==> src/rtl/rrip_pkg.sv <==
package rrip_pkg;
  localparam int unsigned RRPV_W = 2;
  typedef logic [RRPV_W-1:0] rrpv_t;
  localparam rrpv_t RRPV_MAX = '1;
  localparam rrpv_t RRPV_INS = RRPV_MAX - rrpv_t'(1);
  localparam rrpv_t RRPV_HIT = '0;
  typedef enum logic [1:0] {ST_IDLE, ST_READ, ST_WRITE} ctl_state_e;
endpackage

==> src/rtl/rrip_way_array.sv <==
module rrip_way_array
  import rrip_pkg::*;
#(
  parameter int unsigned SET_BITS = 4
) (
  input  logic                clk,
  input  logic                rst_n,
  input  logic [SET_BITS-1:0] rd_idx,
  output rrpv_t               rd_val,
  input  logic                upd_en,
  input  logic [SET_BITS-1:0] upd_idx,
  input  rrpv_t               upd_val,
  input  logic                fill_en,
  input  logic [SET_BITS-1:0] fill_idx,
  input  rrpv_t               fill_val
);
  localparam int unsigned SETS = 1 << SET_BITS;

  rrpv_t mem_q [SETS];
  rrpv_t mem_d [SETS];

  // fill port applied last: it wins on a shared entry
  always_comb begin
    mem_d = mem_q;
    if (upd_en)  mem_d[upd_idx]  = upd_val;
    if (fill_en) mem_d[fill_idx] = fill_val;
  end

  always_ff @(posedge clk or negedge rst_n) begin
    if (!rst_n) begin
      for (int i = 0; i < SETS; i++) mem_q[i] <= RRPV_MAX;
    end else begin
      mem_q <= mem_d;
    end
  end

  assign rd_val = mem_q[rd_idx];
endmodule

==> src/rtl/rrip_age_unit.sv <==
module rrip_age_unit
  import rrip_pkg::*;
#(
  parameter int unsigned WAYS  = 4,
  parameter int unsigned WAY_W = $clog2(WAYS)
) (
  input  rrpv_t [WAYS-1:0] cand,
  output rrpv_t [WAYS-1:0] aged,
  output logic [WAY_W-1:0] victim
);
  rrpv_t peak;
  rrpv_t lift;
  logic  found;

  always_comb begin
    peak = '0;
    for (int w = 0; w < WAYS; w++) begin
      if (cand[w] > peak) peak = cand[w];
    end
    lift   = RRPV_MAX - peak;
    found  = 1'b0;
    victim = '0;
    for (int w = 0; w < WAYS; w++) begin
      aged[w] = cand[w] + lift;
      if (!found && (cand[w] == peak)) begin
        victim = WAY_W'(w);
        found  = 1'b1;
      end
    end
  end
endmodule

==> src/rtl/rrip_ctrl.sv <==
module rrip_ctrl
  import rrip_pkg::*;
(
  input  logic clk,
  input  logic rst_n,
  input  logic req_valid,
  input  logic req_hit,
  input  logic fill_valid,
  output logic ready,
  output logic hit_acc,
  output logic miss_acc,
  output logic fill_acc,
  output logic cand_en,
  output logic wb_en
);
  ctl_state_e state_q, state_d;

  always_comb begin
    state_d = state_q;
    case (state_q)
      ST_IDLE:  if (req_valid && !req_hit) state_d = ST_READ;
      ST_READ:  state_d = ST_WRITE;
      ST_WRITE: state_d = ST_IDLE;
      default:  state_d = ST_IDLE;
    endcase
  end

  always_ff @(posedge clk or negedge rst_n) begin
    if (!rst_n) state_q <= ST_IDLE;
    else        state_q <= state_d;
  end

  assign ready    = (state_q == ST_IDLE);
  assign hit_acc  = ready && req_valid && req_hit;
  assign miss_acc = ready && req_valid && !req_hit;
  assign fill_acc = ready && fill_valid;
  assign cand_en  = (state_q == ST_READ);
  assign wb_en    = (state_q == ST_WRITE);
endmodule

==> src/rtl/rrip_victim_sel.sv <==
module rrip_victim_sel
  import rrip_pkg::*;
#(
  parameter int unsigned WAYS     = 4,
  parameter int unsigned SET_BITS = 4,
  parameter int unsigned WAY_W    = $clog2(WAYS),
  parameter int unsigned IDX_W    = WAYS * SET_BITS
) (
  input  logic             clk,
  input  logic             rst_n,
  input  logic             req_valid,
  input  logic             req_hit,
  input  logic [WAY_W-1:0] req_way,
  input  logic [IDX_W-1:0] set_idx,
  input  logic             fill_valid,
  input  logic [WAY_W-1:0] fill_way,
  output logic             ready,
  output logic             victim_valid,
  output logic [WAY_W-1:0] victim_way
);
  logic hit_acc, miss_acc, fill_acc, cand_en, wb_en;

  logic  [WAYS-1:0][SET_BITS-1:0] idx_in;
  logic  [WAYS-1:0][SET_BITS-1:0] idx_q, idx_d;
  rrpv_t [WAYS-1:0]               rd_val;
  rrpv_t [WAYS-1:0]               cand_q, cand_d;
  rrpv_t [WAYS-1:0]               aged;

  rrip_ctrl u_ctrl (
    .clk        (clk),
    .rst_n      (rst_n),
    .req_valid  (req_valid),
    .req_hit    (req_hit),
    .fill_valid (fill_valid),
    .ready      (ready),
    .hit_acc    (hit_acc),
    .miss_acc   (miss_acc),
    .fill_acc   (fill_acc),
    .cand_en    (cand_en),
    .wb_en      (wb_en)
  );

  // index capture on miss acceptance, candidate capture in read cycle
  always_comb begin
    idx_d  = idx_q;
    cand_d = cand_q;
    if (miss_acc) idx_d  = idx_in;
    if (cand_en)  cand_d = rd_val;
  end

  always_ff @(posedge clk or negedge rst_n) begin
    if (!rst_n) begin
      idx_q  <= '0;
      cand_q <= '0;
    end else begin
      idx_q  <= idx_d;
      cand_q <= cand_d;
    end
  end

  for (genvar w = 0; w < WAYS; w++) begin : g_way
    logic                upd_en;
    logic [SET_BITS-1:0] upd_idx;
    rrpv_t               upd_val;
    logic                fill_en;

    assign idx_in[w] = set_idx[w*SET_BITS +: SET_BITS];
    assign upd_en    = (hit_acc && (req_way == WAY_W'(w))) || wb_en;
    assign upd_idx   = wb_en ? idx_q[w] : idx_in[w];
    assign upd_val   = wb_en ? aged[w] : RRPV_HIT;
    assign fill_en   = fill_acc && (fill_way == WAY_W'(w));

    rrip_way_array #(.SET_BITS(SET_BITS)) u_arr (
      .clk      (clk),
      .rst_n    (rst_n),
      .rd_idx   (idx_q[w]),
      .rd_val   (rd_val[w]),
      .upd_en   (upd_en),
      .upd_idx  (upd_idx),
      .upd_val  (upd_val),
      .fill_en  (fill_en),
      .fill_idx (idx_in[w]),
      .fill_val (RRPV_INS)
    );
  end

  rrip_age_unit #(.WAYS(WAYS), .WAY_W(WAY_W)) u_age (
    .cand   (cand_q),
    .aged   (aged),
    .victim (victim_way)
  );

  assign victim_valid = wb_en;
endmodule

==> config.mk <==
export PLATFORM = sky130hd
export DESIGN_NAME = rrip_victim_sel
export DESIGN_NICKNAME = d
export VERILOG_FILES = /design/src/rtl/rrip_pkg.sv /design/src/rtl/rrip_way_array.sv /design/src/rtl/rrip_age_unit.sv /design/src/rtl/rrip_ctrl.sv /design/src/rtl/rrip_victim_sel.sv
export SDC_FILE = /design/constraint.sdc
export NUM_CORES = 1
export LEC_CHECK = 0
export BUFFER_PORTS_ARGS = -buffer_cell sky130_fd_sc_hd__clkbuf_2
export CAP_MARGIN = 10
export CORE_ASPECT_RATIO = 1.25
export CORE_MARGIN = 2
export CORE_UTILIZATION = 60
export CTS_CLUSTER_SIZE = 12
export DETAILED_ROUTE_END_ITERATION = 10
export PLACE_DENSITY = 0.79
export SLEW_MARGIN = 40
export SYNTH_ARGS = -nofsm -noshare
export SYNTH_HDL_FRONTEND = slang
export SYNTH_SLANG_ARGS = --single-unit
==> constraint.sdc <==
create_clock -name clk -period 4.3 [get_ports clk]
set_clock_uncertainty 0.2 [all_clocks]
set_input_delay 0.215 -clock clk [delete_from_list [all_inputs] [get_ports clk]]
set_output_delay 0.215 -clock clk [all_outputs]
set_load 0.1 [all_outputs]
[After elaboration in Yosys (flattened, before gate mapping)]
Index checks and enable logic that the tools add are counted.
Cells by class
  add/sub/neg operators: 5
  magnitude comparators: 24
  eq/ne operators: 13
  multiplexer cells: 60
  bitwise operators: 24
  reductions and logical operators: 35
Operator list (count)
  2-to-1 mux 32 bit: 8
  bitwise mux 32 bit: 4
  bitwise AND 16 bit: 4
  demux 2 bit (select 4 bit): 8
  inverter 16 bit: 4
  OR 16 bit: 4
  greater-or-equal comparator 5 bit (second input constant): 12
  inverter 4 -> 5 bit: 12
  2-to-1 mux 2 bit: 27
  < comparator 5 x 1 -> 1 bit (second input constant): 8
  binary-select mux 2 bit (select 4 bit): 4
  logical AND 1 bit: 24
  2-to-1 mux 4 bit: 4
  == test 2 bit (second input constant): 5
  adder 2 bit: 4
  == test 2 bit: 4
  == test 2 x 1 -> 1 bit (second input constant): 3
  > comparator 2 bit: 3
  logical NOT 2 bit: 3
  logical NOT 1 bit: 4
  logical OR 1 bit: 4
  2-to-1 mux 1 bit: 4
  case mux 2 bit (2 select lines): 1
  > comparator 2 x 1 -> 1 bit (second input constant): 1
  2 further kinds: 2
Storage, ports and cells
  bits in registers: 154
  input port bits: 25
  word-level logic and storage cells: 234

[Longest topological paths before layout]
  depth after elaboration: 19
  gate-level depth with buffers: 18
  depth with buffers taken out: 16

[Cells and area by module]
A second synthesis with hierarchy kept.
Second synthesis, totals
  cell total of the unflattened synthesis: 1166
  area total of the unflattened synthesis: 10547.6 um2
Modules (own cells, without submodules)
  rrip_way_array at g_way[1].u_arr ...: instances 3, cells an instance 251, area an instance 2168.3 um2
  rrip_way_array at g_way[0].u_arr: instances 1, cells an instance 251, area an instance 2165.8 um2
  rrip_victim_sel: instances 1, cells an instance 92, area an instance 1321.3 um2
  rrip_age_unit: instances 1, cells an instance 60, area an instance 444.2 um2
  rrip_ctrl: instances 1, cells an instance 10, area an instance 111.4 um2

[Worst setup path before layout]
No wires, ideal clock.
  path type: reg-to-output
  start: register cand_q[3] (netlist name)
  end: output port victim_way[0]
  arrival: 4.850 ns
  data required time: 3.885 ns
  setup slack: -0.965 ns
  stages on the path, launching flop included: 17
  path through: dfrtp_1 > inv_1 > ha_1 > nand2b_4 > a21oi_1 > nor2_1 > ha_1 > nand2b_1 > o21a_1 > o31a_1 > ha_1 > and2b_1 > o21a_1 > nor4_1 > o32ai_4 > a21bo_2 > a21boi_1
Between the ends
  word-level cells in the longest chain between the ends: 17
RTL lines
  start, declared: line rrip_victim_sel.sv:26  | rrpv_t [WAYS-1:0] cand_q, cand_d;
  start signal, assigned: line rrip_victim_sel.sv:57  | cand_q <= cand_d;
  > comparator 2 bit: line rrip_age_unit.sv:18  | if (cand[w] > peak) peak = cand[w];
  2-to-1 mux 2 bit: line rrip_age_unit.sv:18
  > comparator 2 bit: line rrip_age_unit.sv:18
  2-to-1 mux 2 bit: line rrip_age_unit.sv:18
  > comparator 2 bit: line rrip_age_unit.sv:18
  2-to-1 mux 2 bit: line rrip_age_unit.sv:18
  == test 2 bit: line rrip_age_unit.sv:25  | if (!found && (cand[w] == peak)) begin
  2-to-1 mux 1 bit: line rrip_age_unit.sv:25
  logical NOT 1 bit: line rrip_age_unit.sv:25
  logical AND 1 bit: line rrip_age_unit.sv:25
  2-to-1 mux 1 bit: line rrip_age_unit.sv:25
  logical NOT 1 bit: line rrip_age_unit.sv:25
  logical AND 1 bit: line rrip_age_unit.sv:25
  2-to-1 mux 1 bit: line rrip_age_unit.sv:25
  logical NOT 1 bit: line rrip_age_unit.sv:25
  logical AND 1 bit: line rrip_age_unit.sv:25
  2-to-1 mux 2 bit *: line rrip_age_unit.sv:25
  end, declared: line rrip_victim_sel.sv:19  | output logic [WAY_W-1:0] victim_way
Every way passes the cells marked *; elsewhere a longest branch is shown, timed or not.

[Worst setup path in the final report]
  start: register cand_q[1] (netlist name)
  end: output port victim_way[0]
Between the ends
  word-level cells in the longest chain between the ends: 19
RTL lines (line)
  > comparator 2 x 1 -> 1 bit: rrip_age_unit.sv:18
  2-to-1 mux 2 bit: rrip_age_unit.sv:18
  > comparator 2 bit: rrip_age_unit.sv:18
  2-to-1 mux 2 bit: rrip_age_unit.sv:18
  > comparator 2 bit: rrip_age_unit.sv:18
  2-to-1 mux 2 bit: rrip_age_unit.sv:18
  > comparator 2 bit: rrip_age_unit.sv:18
  2-to-1 mux 2 bit: rrip_age_unit.sv:18
  (+3 left out)
  logical AND 1 bit: rrip_age_unit.sv:25
  2-to-1 mux 1 bit: rrip_age_unit.sv:25
  logical NOT 1 bit: rrip_age_unit.sv:25
  logical AND 1 bit: rrip_age_unit.sv:25
  2-to-1 mux 1 bit: rrip_age_unit.sv:25
  logical NOT 1 bit: rrip_age_unit.sv:25
  logical AND 1 bit: rrip_age_unit.sv:25
  2-to-1 mux 2 bit *: rrip_age_unit.sv:25
Marks and branches as above.

==> summary.txt <==
Run status
  – Status: finished with violations
  – Violated checks: setup timing

Critical path
  – Critical Path Fanout Max: 3
  – Startpoint types: register
  – Slowest-stage cell, CP: dfrtp_1
  – Arr. time, crit path: 3.99 ns
  – Worst path required time: roughly 3.9 ns
  – Capturing element type of the critical path: primary output
  – WS Path Type: reg -> out
  – Critical path cell sequence: inv_2, buf_6, ha_4, o21bai_4, and3_4, nor2_4, ha_4, nor2_4, o211ai_1, o31a_1, ha_2, and2b_2, o21a_4, nor4_4, buf_4, o32ai_4, a21bo_2, a21boi_4, buf_12
  – CP max stage delay: 0.36 ns

Clock tree
  – CTS Buffer Depth: 2
  – Reg clk slew, reported paths: around 0.06 ns
  – Num CTS Buffers: 17
  – Worst skew pair latency: about 0.44 ns
  – Root Driver: clkbuf_16
  – CTS tree: yes
  – Max H-tree Level: 4
  – Clock sink count: 154

Power and ir drop
  – Worst VDD drop: roughly 0.44 mV
  – Static leakage: approximately 4.1 nW
  – PwrDens: 727 nW/um^2

Synthesis
  – Post-synth cell types: 68
  – Xor and xnor fraction of the mapped netlist area: 0.00271
  – Post-synth EDFFs: 0
  – Most used DFF post-synth: dfstp_2
  – Sequential element share of the synthesized area: 0.414
  – Cell count after synthesis: 970
  – Largest family of logic cells by synthesized area: simple AND/OR/NAND/NOR gates
  – Compound-Gate Fraction of Synth Area: 0.181
  – Synth Warn #: 0
  – Syn_nets: approximately 1000
  – Ys async rst share: 1.00
  – Simple-gate portion of the synthesized area: 0.204
  – Post-Synth Adder-Cell Area: 0.0129
  – Post-synthesis mux area share: 0.141
  – Synthesized flop and latch total: ~150
  – Synth Cell Area: 9690 sq um
  – Mean post-synth cell area: approximately 10 sq um

Route
  – Starting DRC count in detailed routing: around 830
  – Final WL: 26.8 mm
  – Vias per Instance: between 6 and 7
  – Antenna Nets Post-Route: 0
  – WL per Instance: 21.6 um
  – DRC: 0
  – Via count: 8441
  – Pre-Repair DR Iteration Count: 6

Timing
  – Slew HR: 0.487
  – RSZ-0062 raised after global routing: true
  – Final hold violations: 0
  – Setup slack after layout: -0.102 ns
  – TNS Setup: -0.177 ns
  – Max Transition Viols Final: 0
  – Worst slew pin tran: between 0.7 and 0.8 ns
  – Post-route clock period utilization: 1.02
  – Fmax: around 230 MHz
  – Final setup viols: 2
  – Fin crit period: between 4 and 5 ns

Place
  – Post-DP HPWL: 17.2 mm
  – Pre-CTS setup slack: approximately 0.20 ns
  – Routability cong.: around 0.94
  – IO buf count: 28

Global routing
  – Gr ovfl total: 0
  – Largest net degree at the start of global routing: 94
  – Tot GR Track Use: 0.317
  – Initial antenna violation count: 0
  – First-pass GRT wire length: roughly 44 mm
  – Vias in the first global route: 8423

Die
  – Die Y: roughly 150 um
  – Die Area: between 15000 and 20000 sq um
  – Die W: 118 um
  – Starting Density: 0.617
  – Ports: 29
  – Core Box Area: 15700 sq um
  – Cell Rows: between 50 and 60

Cells and area
  – Area Overhead vs Synth: 14.2%
  – ANT cells: 0
  – Final #Nets: about 1000
  – Layout cell share with drive strength beyond 1: 0.323
  – Util after Layout: 0.705

Job
  – Max-cap violations: 0

Min path
  – Hold Path Class: in -> reg
-- layout make-up --
cell class	instances	area [sq um]
clock buffers	23	478
clock inverters	9	114
fillers	1170	4640
inverters	19	73.8
multi-input cells	732	5430
flip-flops and latches	154	4010
well taps	212	265
repair buffers	88	686
-- cell usage in the layout (no fill, tap or decap), types with 25 or more instances in the layout --
cell type and n:
o21ai_0 77, mux4_2 40, dfrtp_1 26, clkbuf_2 25, nand2_1 65, a21oi_1 59
nand2b_1 29, buf_4 39, mux2i_1 27, nand3_1 33, dfstp_2 128, nor3_1 44
nor2_1 74
-- synth_stat cells, types with 9 or more instances --
cell,count,area (sq um)
mux2i_1,27,270
nor3_1,44,220
nand2b_1,30,188
nand3_1,33,165
a22oi_1,16,120
ha_1,10,125
buf_4,9,67.6
nand2_1,65,244
o31ai_1,18,135
o22ai_1,21,131
o21ai_0,78,390
a31oi_1,17,106
mux2_2,17,191
or3_1,10,62.6
dfstp_2,128,3360
buf_2,14,70.1
inv_1,18,67.6
a41oi_1,10,87.6
dfrtp_1,26,651
clkbuf_1,28,105
a21oi_1,60,300
mux4_2,40,901
nor2b_1,22,138
nor2_1,77,289
nand4_1,23,144
nor3b_1,19,143
-- where the power goes --
| part | total (mW) | switching [mW] | internal [mW] | leakage [nW] |
|---|---|---|---|---|
| Combinational | 4.16 | 2.33 | 1.83 | 2.12 |
| Clock | 1.51 | 0.607 | 0.904 | 0.280 |
| Sequential | 2.37 | 0.331 | 2.04 | 1.65 |
| Total | 8.04 | 3.27 | 4.77 | 4.06 |
-- metal layers --
metal  global-route usage  vias to the layer above  wire, um
li1                     -                     3754         -
met1                0.396                     4147     10200
met2                0.538                      452     13600
met3               0.0516                       88      1900
met4                0.152                        0      1060
met5                    0                        -         0
-- path summary, 6_finish.rpt --
kind                                              start                  endpoint  slack (ns)  cells past startpoint
worst min register to register  g_way[0].u_arr.mem_q[2]   g_way[0].u_arr.mem_q[2]        0.28                      2
worst max register to register                cand_q[1]  g_way[1].u_arr.mem_q[27]        0.26                     19
max in group asynchronous                         rst_n  g_way[1].u_arr.mem_q[31]        2.72                      3
worst max-delay path                          cand_q[1]             victim_way[0]       -0.10                     19
worst min-delay path                            req_hit         u_ctrl.state_q[0]        0.05                      3
min in group asynchronous                         rst_n                 idx_q[13]        0.23                      2
-- worst max-delay path, delay by kind of cell, from the launching register on --
family	cells	cell delay, ns
adders and majority gates	3	0.50
buffers and inverters	4	0.54
DFF	1	0.36
and+or+nand+nor	5	0.78
AOI/OAI and AO/OA	7	1.39
-- registers in the layout, indices dropped and copies added, names as in the netlist --
signal,count
u_ctrl.state_q,2
idx_q,16
g_way.u_arr.mem_q,128
cand_q,8
-- repair_timing --
action,CTS,global route
hold buffers,18,0
endpoints found under the setup margin,2,29
gates resized for setup,21,11
buffers inserted,12,9
hold endpoints to repair,50,0
pin swaps,11,13
-- stage by stage --
stage | std cells | power [mW] | hold WS, ns | instance area, sq um
floorplan | 970 | 4.78 | -0.281 | 9700
global placement | 1166 | 5.68 | 0.158 | 9950
detailed placement | 1166 | 5.76 | 0.162 | 9960
CTS | 1228 | 7.63 | 0.0466 | 10900
global route | 1237 | 8.39 | 0.0747 | 11100
finish | 1237 | 8.04 | 0.0534 | 11100
-- kinds of logic (layout without fill, tap and decap cells) --
family                   Yosys count  count (layout)
adder cells (fa/ha/maj)           10              10
XOR/XNOR                           3               3
AND/OR/NAND/NOR                  366             366
buffers and inverters             84             139
flip-flops                       154             154
AO/OA/AOI/OAI                    269             269
multiplexers                      84              84
No activity file was read; power rests on OpenSTA's default activity.
